[src/rtl/gpio_blink_pkg.sv]
package gpio_blink_pkg;

    typedef enum logic {
        SET_A = 1'b0,
        SET_B = 1'b1
    } blink_set_e;

    typedef enum logic {
        DUR_HIGH = 1'b0,
        DUR_LOW  = 1'b1
    } dur_reg_e;

    localparam int unsigned NUM_SETS = 2;

endpackage

[src/rtl/blink_wr_dec.sv]
module blink_wr_dec
    import gpio_blink_pkg::*;
(
    input  logic                wr_i,
    input  logic                set_i,
    input  logic                reg_i,
    output logic [NUM_SETS-1:0] wr_high_o,
    output logic [NUM_SETS-1:0] wr_low_o
);

    always_comb begin
        wr_high_o = '0;
        wr_low_o  = '0;
        for (int s = 0; s < NUM_SETS; s++) begin
            if (wr_i && (set_i == s[0])) begin
                if (dur_reg_e'(reg_i) == DUR_HIGH) wr_high_o[s] = 1'b1;
                else                               wr_low_o[s]  = 1'b1;
            end
        end
    end

endmodule

[src/rtl/blink_timer.sv]
module blink_timer #(
    parameter int unsigned CW = 32
) (
    input  logic          clk,
    input  logic          rst_n,
    input  logic          wr_high_i,
    input  logic          wr_low_i,
    input  logic [CW-1:0] data_i,
    output logic          wave_o
);

    localparam logic [CW-1:0] ONE = CW'(1);

    typedef struct packed {
        logic          hi;
        logic [CW-1:0] cnt;
        logic [CW-1:0] len;
        logic [CW-1:0] high_cnt;
        logic [CW-1:0] low_cnt;
    } tmr_state_t;

    tmr_state_t st_d, st_q;
    logic       last_cycle;

    function automatic logic [CW-1:0] floor_one(input logic [CW-1:0] v);
        return (v == '0) ? ONE : v;
    endfunction

    assign last_cycle = (st_q.cnt == st_q.len - ONE);

    always_comb begin
        st_d = st_q;
        if (wr_high_i) st_d.high_cnt = data_i;
        if (wr_low_i)  st_d.low_cnt  = data_i;
        if (last_cycle) begin
            st_d.hi  = ~st_q.hi;
            st_d.cnt = '0;
            st_d.len = st_q.hi ? floor_one(st_q.low_cnt) : floor_one(st_q.high_cnt);
        end else begin
            st_d.cnt = st_q.cnt + ONE;
        end
    end

    always_ff @(posedge clk or negedge rst_n) begin
        if (!rst_n) begin
            st_q.hi       <= 1'b1;
            st_q.cnt      <= '0;
            st_q.len      <= ONE;
            st_q.high_cnt <= ONE;
            st_q.low_cnt  <= ONE;
        end else begin
            st_q <= st_d;
        end
    end

    assign wave_o = st_q.hi;

    // the phase counter stays inside the current phase length
    p_cnt_in_range_r1: assert property (@(posedge clk) disable iff (!rst_n)
        st_q.cnt < st_q.len);

    // a loaded phase length is never zero
    p_len_min_r4: assert property (@(posedge clk) disable iff (!rst_n)
        st_q.len != '0);

    // the output holds until the loaded phase length is used up
    p_hold_r6: assert property (@(posedge clk) disable iff (!rst_n)
        !last_cycle |=> $stable(wave_o));

    // the output toggles at each phase end
    p_flip_r1: assert property (@(posedge clk) disable iff (!rst_n)
        last_cycle |=> (wave_o != $past(wave_o)));

endmodule

[src/rtl/blink_line_mux.sv]
module blink_line_mux
    import gpio_blink_pkg::*;
#(
    parameter int unsigned NLINES = 32
) (
    input  logic [NUM_SETS-1:0] wave_i,
    input  logic [NLINES-1:0]   static_i,
    input  logic [NLINES-1:0]   en_i,
    input  logic [NLINES-1:0]   sel_i,
    output logic [NLINES-1:0]   drive_o
);

    for (genvar i = 0; i < NLINES; i++) begin : g_line
        logic picked;
        assign picked     = (blink_set_e'(sel_i[i]) == SET_B) ? wave_i[1] : wave_i[0];
        assign drive_o[i] = en_i[i] ? picked : static_i[i];
    end

endmodule

[src/rtl/gpio_blink_gen.sv]
module gpio_blink_gen
    import gpio_blink_pkg::*;
#(
    parameter int unsigned NLINES = 32,
    parameter int unsigned CW     = 32
) (
    input  logic              clk,
    input  logic              rst_n,
    input  logic [NLINES-1:0] static_out_i,
    input  logic [NLINES-1:0] blink_en_i,
    input  logic [NLINES-1:0] set_sel_i,
    input  logic              dur_wr_i,
    input  logic              dur_set_i,
    input  logic              dur_reg_i,
    input  logic [CW-1:0]     dur_data_i,
    output logic [NLINES-1:0] drive_o
);

    logic [NUM_SETS-1:0] wr_high;
    logic [NUM_SETS-1:0] wr_low;
    logic [NUM_SETS-1:0] wave;

    blink_wr_dec i_dec (
        .wr_i      (dur_wr_i),
        .set_i     (dur_set_i),
        .reg_i     (dur_reg_i),
        .wr_high_o (wr_high),
        .wr_low_o  (wr_low)
    );

    for (genvar s = 0; s < NUM_SETS; s++) begin : g_set
        blink_timer #(.CW(CW)) i_timer (
            .clk       (clk),
            .rst_n     (rst_n),
            .wr_high_i (wr_high[s]),
            .wr_low_i  (wr_low[s]),
            .data_i    (dur_data_i),
            .wave_o    (wave[s])
        );
    end

    blink_line_mux #(.NLINES(NLINES)) i_mux (
        .wave_i   (wave),
        .static_i (static_out_i),
        .en_i     (blink_en_i),
        .sel_i    (set_sel_i),
        .drive_o  (drive_o)
    );

    // a write strobe reaches at most one duration register
    p_one_target_r3: assert property (@(posedge clk) disable iff (!rst_n)
        $countones({wr_high, wr_low}) <= 1);

    // with no line blinking, the drive vector is the static vector
    p_static_r2: assert property (@(posedge clk) disable iff (!rst_n)
        (blink_en_i == '0) |-> (drive_o == static_out_i));

endmodule

[config.mk]
export PLATFORM = sky130hd
export DESIGN_NAME = gpio_blink_gen
export DESIGN_NICKNAME = d
export VERILOG_FILES = /design/src/rtl/gpio_blink_pkg.sv /design/src/rtl/blink_wr_dec.sv /design/src/rtl/blink_timer.sv /design/src/rtl/blink_line_mux.sv /design/src/rtl/gpio_blink_gen.sv
export SDC_FILE = /design/constraint.sdc
export NUM_CORES = 1
export LEC_CHECK = 0
export CORE_ASPECT_RATIO = 0.5
export CORE_MARGIN = 2
export CORE_UTILIZATION = 58
export CTS_CLUSTER_SIZE = 25
export DETAILED_ROUTE_END_ITERATION = 10
export DONT_BUFFER_PORTS = 1
export PLACE_DENSITY = 0.76
export SLEW_MARGIN = 5
export SYNTH_ARGS = -nofsm -noshare
export SYNTH_HDL_FRONTEND = slang
export SYNTH_SLANG_ARGS = --single-unit
[constraint.sdc]
create_clock -name clk -period 3.1 [get_ports clk]
set_input_delay 0 -clock clk [delete_from_list [all_inputs] [get_ports clk]]
set_output_delay 0 -clock clk [all_outputs]
set_load 0.01 [all_outputs]
Word-level counts from Yosys, hierarchy flattened
Index checks and enable logic that the tools add are counted.
{"block": "word_totals", "ff_bits": 258, "in_bits": 133, "out_inout_bits": 32}
{"block": "op_classes", "add_sub_neg": 4, "eq_ne": 2, "mux": 78, "bitwise": 3, "reduce_logical": 6}
{"cell": "$mux W32", "n": 8}
{"cell": "$logic_not A32 Y1", "n": 4}
{"cell": "$mux W1", "n": 70}
{"cell": "$add A32 B1 Y32 const B", "n": 2}
{"cell": "$eq A32 B32 Y1", "n": 2}
{"cell": "$sub A32 B1 Y32 const B", "n": 2}
{"cell": "$not A1 Y1", "n": 3}
{"cell": "$logic_and A1 B1 Y1", "n": 2}

Longest topological paths before layout
{"block": "logic_depth", "ltp_word": 3, "depth_mapped": 14, "ltp_nobuf": 10}

Hierarchy
Synthesis repeated with hierarchy kept, for this count alone.
{"block": "hier_totals", "cells_unflattened": 1293, "area_unflattened_um2": 14346.3}
{"module": "blink_timer (g_set[0].i_timer)", "instances": 1, "cells_per_inst": 591, "area_per_inst_um2": 6859.1, "seq_area_each_um2": 3233.1}
{"module": "blink_timer (g_set[1].i_timer)", "instances": 1, "cells_per_inst": 596, "area_per_inst_um2": 6792.8, "seq_area_each_um2": 3233.1}
{"module": "blink_line_mux", "instances": 1, "cells_per_inst": 102, "area_per_inst_um2": 656.9, "seq_area_each_um2": 0.0}
{"module": "blink_wr_dec", "instances": 1, "cells_per_inst": 4, "area_per_inst_um2": 37.5, "seq_area_each_um2": 0.0}

Worst setup path after synthesis
No wires, ideal clock.
{"block": "synth_path", "path_kind": "register -> register", "startpoint": "register g_set[1].i_timer.st_q[72] in the netlist's numbering", "endpoint": "register g_set[1].i_timer.st_q[74] in the netlist's numbering", "setup_time_ps": 127, "t_arrival_ps": 3147, "t_required_ps": 2973, "setup_slack_ps": -175, "path_stages_with_launch": 12, "synth_period_minus_slack_ps": 3275, "path_cell_list": "dfrtp_1 buf_2 or4_4 nor4_4 nand3_1 or4b_1 xnor2_1 nor4b_2 and4_1 buf_6 buf_8 mux2_1"}
{"block": "synth_between", "elab_chain_len": 2}
{"item": "start: declaration", "line": "blink_timer.sv:22", "source": "tmr_state_t st_d, st_q;"}
{"item": "start signal: assignment", "line": "blink_timer.sv:52", "source": "st_q <= st_d;"}
{"item": "$sub A32 B1 Y32", "line": "blink_timer.sv:29", "source": "assign last_cycle = (st_q.cnt == st_q.len - ONE);"}
{"item": "$eq A32 B32 Y1", "line": "blink_timer.sv:29"}
No other way between the ends.
A chain may end at the register's enable or synchronous reset.

Final worst setup path
{"block": "layout_path", "startpoint": "register g_set[1].i_timer.st_q[75] in the netlist's numbering", "endpoint": "register g_set[1].i_timer.st_q[79] in the netlist's numbering"}
The elaborated chain is that of the path after synthesis.

==> reports/metrics.cfg <==
[outcome]
status = complete, but fails checks
failed_checks = negative hold slack, negative setup slack

[floorplanning]
floorplan.die.width_um = 226
core_area_sq_um = 24100
dieArea_sq_um = 25900
initial_core_util = 0.592
io-pin-count = 165
die_y_um = 115
std_cell_rows = 40

[global_route]
grt-ovfl-total = 0
grt_first_pass_wirelength_um = 56300
grt.total_usage = 0.276
grt_max_degree = 259
antenna_found_initial = 1
vias_in_the_first_global_route = 10500

[min_path]
min-delay-path-class = in -> async

[sta]
layout_worst_path_cycle_share = 1.06
hold_slack_ns = -0.847
worst_pin_slew_ns = 0.867
slew_headroom = 0.422
post_route_clock_skew_ns = 0.0169
timing.final.ws_setup_ns = -0.197
grt_setup_unrepaired = true
post-route-min-period_ns = 3.30
final-hold-violation-count = 258
achievable-frequency_mhz = 303
finalMaxSlewViolations = 0
setup_viol_count_final = 102

[synthesis]
synth_warnings = 0
netlist.area_leader.share = 0.439
ys_types = 61
synth.avg_cell_area_sq_um = 11.1
synth_largest_area_cell = sky130_fd_sc_hd__dfrtp_1
synth.ff_latch_count = 258
synthFlopType = sky130_fd_sc_hd__dfrtp_1
syn_area_sq_um = 14200
synthesis.nets = 1425
synth_edf_count = 0
synth_area_leaders = sky130_fd_sc_hd__dfrtp_1 (44%), sky130_fd_sc_hd__mux2_2 (17%), sky130_fd_sc_hd__xnor2_1 (5.3%), sky130_fd_sc_hd__nor2_1 (3.8%), sky130_fd_sc_hd__mux2i_1 (3.7%)
synth-async-reset-ratio = 1.00
post_synth_inst_count = 1288
seq_area_frac_synth = 0.454

[clock_network]
cts_tree = built
clkSlewWorstSetupHoldPaths_ns = 0.07
tritoncts_num_sinks = 258
maximum_number_of_buffers_from_clock_root_to_sink = 3
ctsRootBufferMaster = sky130_fd_sc_hd__clkbuf_16
hold_buffers = 34
cts_made_buffers = 25
ctsHtreeMaxLevel = 1
worstSkewPairLatency_ns = 0.55

[place]
replace_congestion = 0.866
place.detailed.hpwl_um = 23600
i_o_buffers = 0
placement.cell_area_sq_um = 15100
place_worst_setup_slack_ns = -0.278

[detailed_routing]
drt-vias-per-instance = 6.13
total_number_of_vias = 10700
drc_errors = 0
wl_um = 36200
violation_count_after_the_first_detailed_routing_iteration = 935
wl_per_cell_um = 20.8
postRouteAntennaNets = 0
dr.pass1.iters = 5

[cells_and_area]
final_cell_area_sq_um = 16700
post-route-util = 0.693
num-nets-final = 1527
multi_input_area_sq_um = 7680
seqCellArea_sq_um = 6470
drive_above_1_share = 0.317
diodes = 0
area.growth.synth_to_final_pct = 17.2
nFillCells = 1586
most_common_cell_after_layout_fill_and_taps_aside = sky130_fd_sc_hd__dfrtp_1
mostFrequentLayoutCells = sky130_fd_sc_hd__dfrtp_1 (250), sky130_fd_sc_hd__mux2_2 (211), sky130_fd_sc_hd__nor2_1 (135)

[critical_path]
critical_path.max_stage_delay_ns = 0.57
cp_data_required_time_ns = 3.52
timing.critical_path.cells = or4_4 > buf_6 > or4b_4 > nor3_4 > xnor2_1 > nor4_2 > nor4b_4 > and4_4 > buf_12 > buf_16 > mux2_4
slowest_stage = sky130_fd_sc_hd__or4_4
rr_endpoint = g_set[1].i_timer.st_q[79]$_DFFE_PN0N_
crit_path_max_fanout = 8
rr_startpoint = g_set[1].i_timer.st_q[75]$_DFFE_PN0N_
setup.worst_path.class = reg -> reg
critical_path_cell_count = 11
worst_r2r_path_depth = 11
ff2ff_setup_slack_ns = -0.20
path_delay_family = simple AND/OR/NAND/NOR gates
crit_buf_inv = 3
cp-start-kind = register
cp.arrival_ns = 3.72
critPathCaptureType = register

[flow_run]
maxCapViolCount = 0

[power_and_ir_drop]
sw_frac_of_total = 0.251
cellPowerDensity_nw_per_um2 = 457
share_comb_of_total_power = 0.096
ir_drop_uv = 324
cellLeakagePower_nw = 7.31
clock_power_share = 0.384
p_int_mw = 5.71
total_power_mw = 7.63
netSwitchingPower_mw = 1.92
sequentialPowerShare = 0.521

-- stage by stage --
step,TNS [ns],cells
global route,-22.72,1742
CTS,-5.99,1737
global placement,-4.16,1646
floorplan,-4.23,1288
finish,-9.55,1742
detailed placement,-15.15,1646
-- synth_stat cells, types with 4 or more instances --
master / n
sky130_fd_sc_hd__and4_1: 8
sky130_fd_sc_hd__nand4_1: 26
sky130_fd_sc_hd__a31oi_1: 6
sky130_fd_sc_hd__nor4_1: 55
sky130_fd_sc_hd__ha_1: 4
sky130_fd_sc_hd__mux2_4: 12
sky130_fd_sc_hd__nand3b_1: 9
sky130_fd_sc_hd__a21oi_1: 39
sky130_fd_sc_hd__inv_1: 18
sky130_fd_sc_hd__dfstp_2: 8
sky130_fd_sc_hd__dfrtp_1: 250
sky130_fd_sc_hd__mux2_2: 219
sky130_fd_sc_hd__o21ai_0: 16
sky130_fd_sc_hd__xnor2_1: 87
sky130_fd_sc_hd__and2_1: 5
sky130_fd_sc_hd__or4_1: 7
sky130_fd_sc_hd__xor2_1: 58
sky130_fd_sc_hd__o31ai_1: 5
sky130_fd_sc_hd__nor3b_1: 9
sky130_fd_sc_hd__clkbuf_1: 36
sky130_fd_sc_hd__and3_1: 12
sky130_fd_sc_hd__buf_6: 8
sky130_fd_sc_hd__buf_1: 6
sky130_fd_sc_hd__nand4b_1: 5
sky130_fd_sc_hd__nand2_1: 47
sky130_fd_sc_hd__or3_1: 6
sky130_fd_sc_hd__mux2_1: 12
sky130_fd_sc_hd__nor2_1: 146
sky130_fd_sc_hd__nor3_1: 29
sky130_fd_sc_hd__buf_2: 6
sky130_fd_sc_hd__a22oi_1: 4
sky130_fd_sc_hd__nor2b_1: 4
sky130_fd_sc_hd__nand3_1: 31
sky130_fd_sc_hd__mux2i_1: 52
sky130_fd_sc_hd__or4b_2: 4
-- registers in the layout, summed over array words and instances (netlist names) --
| signal | count |
|---|---|
| g_set.i_timer.st_q | 256 |
| g_set.i_timer.wave_o | 2 |
-- power groups by stage --
stage	Combinational, mW	Clock, mW	Sequential [mW]
3_5_place_dp	0.642	0	4.01
2_1_floorplan	0.529	0	3.91
6_report	0.732	2.93	3.97
5_1_grt	0.780	3.09	4.01
4_1_cts	0.716	2.93	3.95
3_3_place_gp	0.613	0	3.98
-- area by class of cell --
cell class | instances | share of cell area
clock buffers | 35 | 0.0421
clock inverters | 8 | 0.00307
inverters | 18 | 0.00405
multi-input cells | 950 | 0.460
flip-flops and latches | 258 | 0.387
well taps | 336 | 0.0252
repair buffers | 137 | 0.0784
-- routing by layer --
metal	wire length [um]	vias to the layer above	global-route usage
li1	-	4818	-
met1	15800	5381	0.370
met2	17300	357	0.464
met3	1850	114	0.0465
met4	1270	0	0.0945
met5	0	-	0
-- logic make-up after synthesis --
kind of cell,count (synthesis),share of synthesized area
simple gates,421,0.157
flops,258,0.454
compound gates,85,0.0358
buf+inv,80,0.0290
mux,295,0.232
xor+xnor,145,0.0892
fa+ha+maj,4,0.00351
-- how the worst max path moves through the flow --
| stage | startpoint | end | slack (ns) |
|---|---|---|---|
| 6_report | g_set[1].i_timer.st_q[75]$_DFFE_PN0N_ | g_set[1].i_timer.st_q[79]$_DFFE_PN0N_ | -0.20 |
| 5_1_grt | g_set[1].i_timer.st_q[75]$_DFFE_PN0N_ | g_set[1].i_timer.st_q[78]$_DFFE_PN0N_ | -0.28 |
| 4_1_cts | g_set[1].i_timer.st_q[75]$_DFFE_PN0N_ | g_set[1].i_timer.st_q[79]$_DFFE_PN0N_ | -0.17 |
| 3_5_place_dp | g_set[1].i_timer.st_q[65]$_DFFE_PN0N_ | g_set[1].i_timer.st_q[70]$_DFFE_PN0N_ | -0.28 |
| 3_3_place_gp | g_set[1].i_timer.st_q[65]$_DFFE_PN0N_ | g_set[1].i_timer.st_q[66]$_DFFE_PN0N_ | -0.12 |
| 2_1_floorplan | g_set[1].i_timer.st_q[75]$_DFFE_PN0N_ | g_set[1].i_timer.st_q[71]$_DFFE_PN0N_ | -0.15 |
-- timing repair --
action                                  CTS  global route
endpoints found under the hold margin   386           258
setup buffers                            10             6
resized for setup                        28            42
pin swaps                                10            12
cloned                                    4             0
endpoints found under the setup margin   96           128
Note: power is estimated with default switching activity, not from simulation.
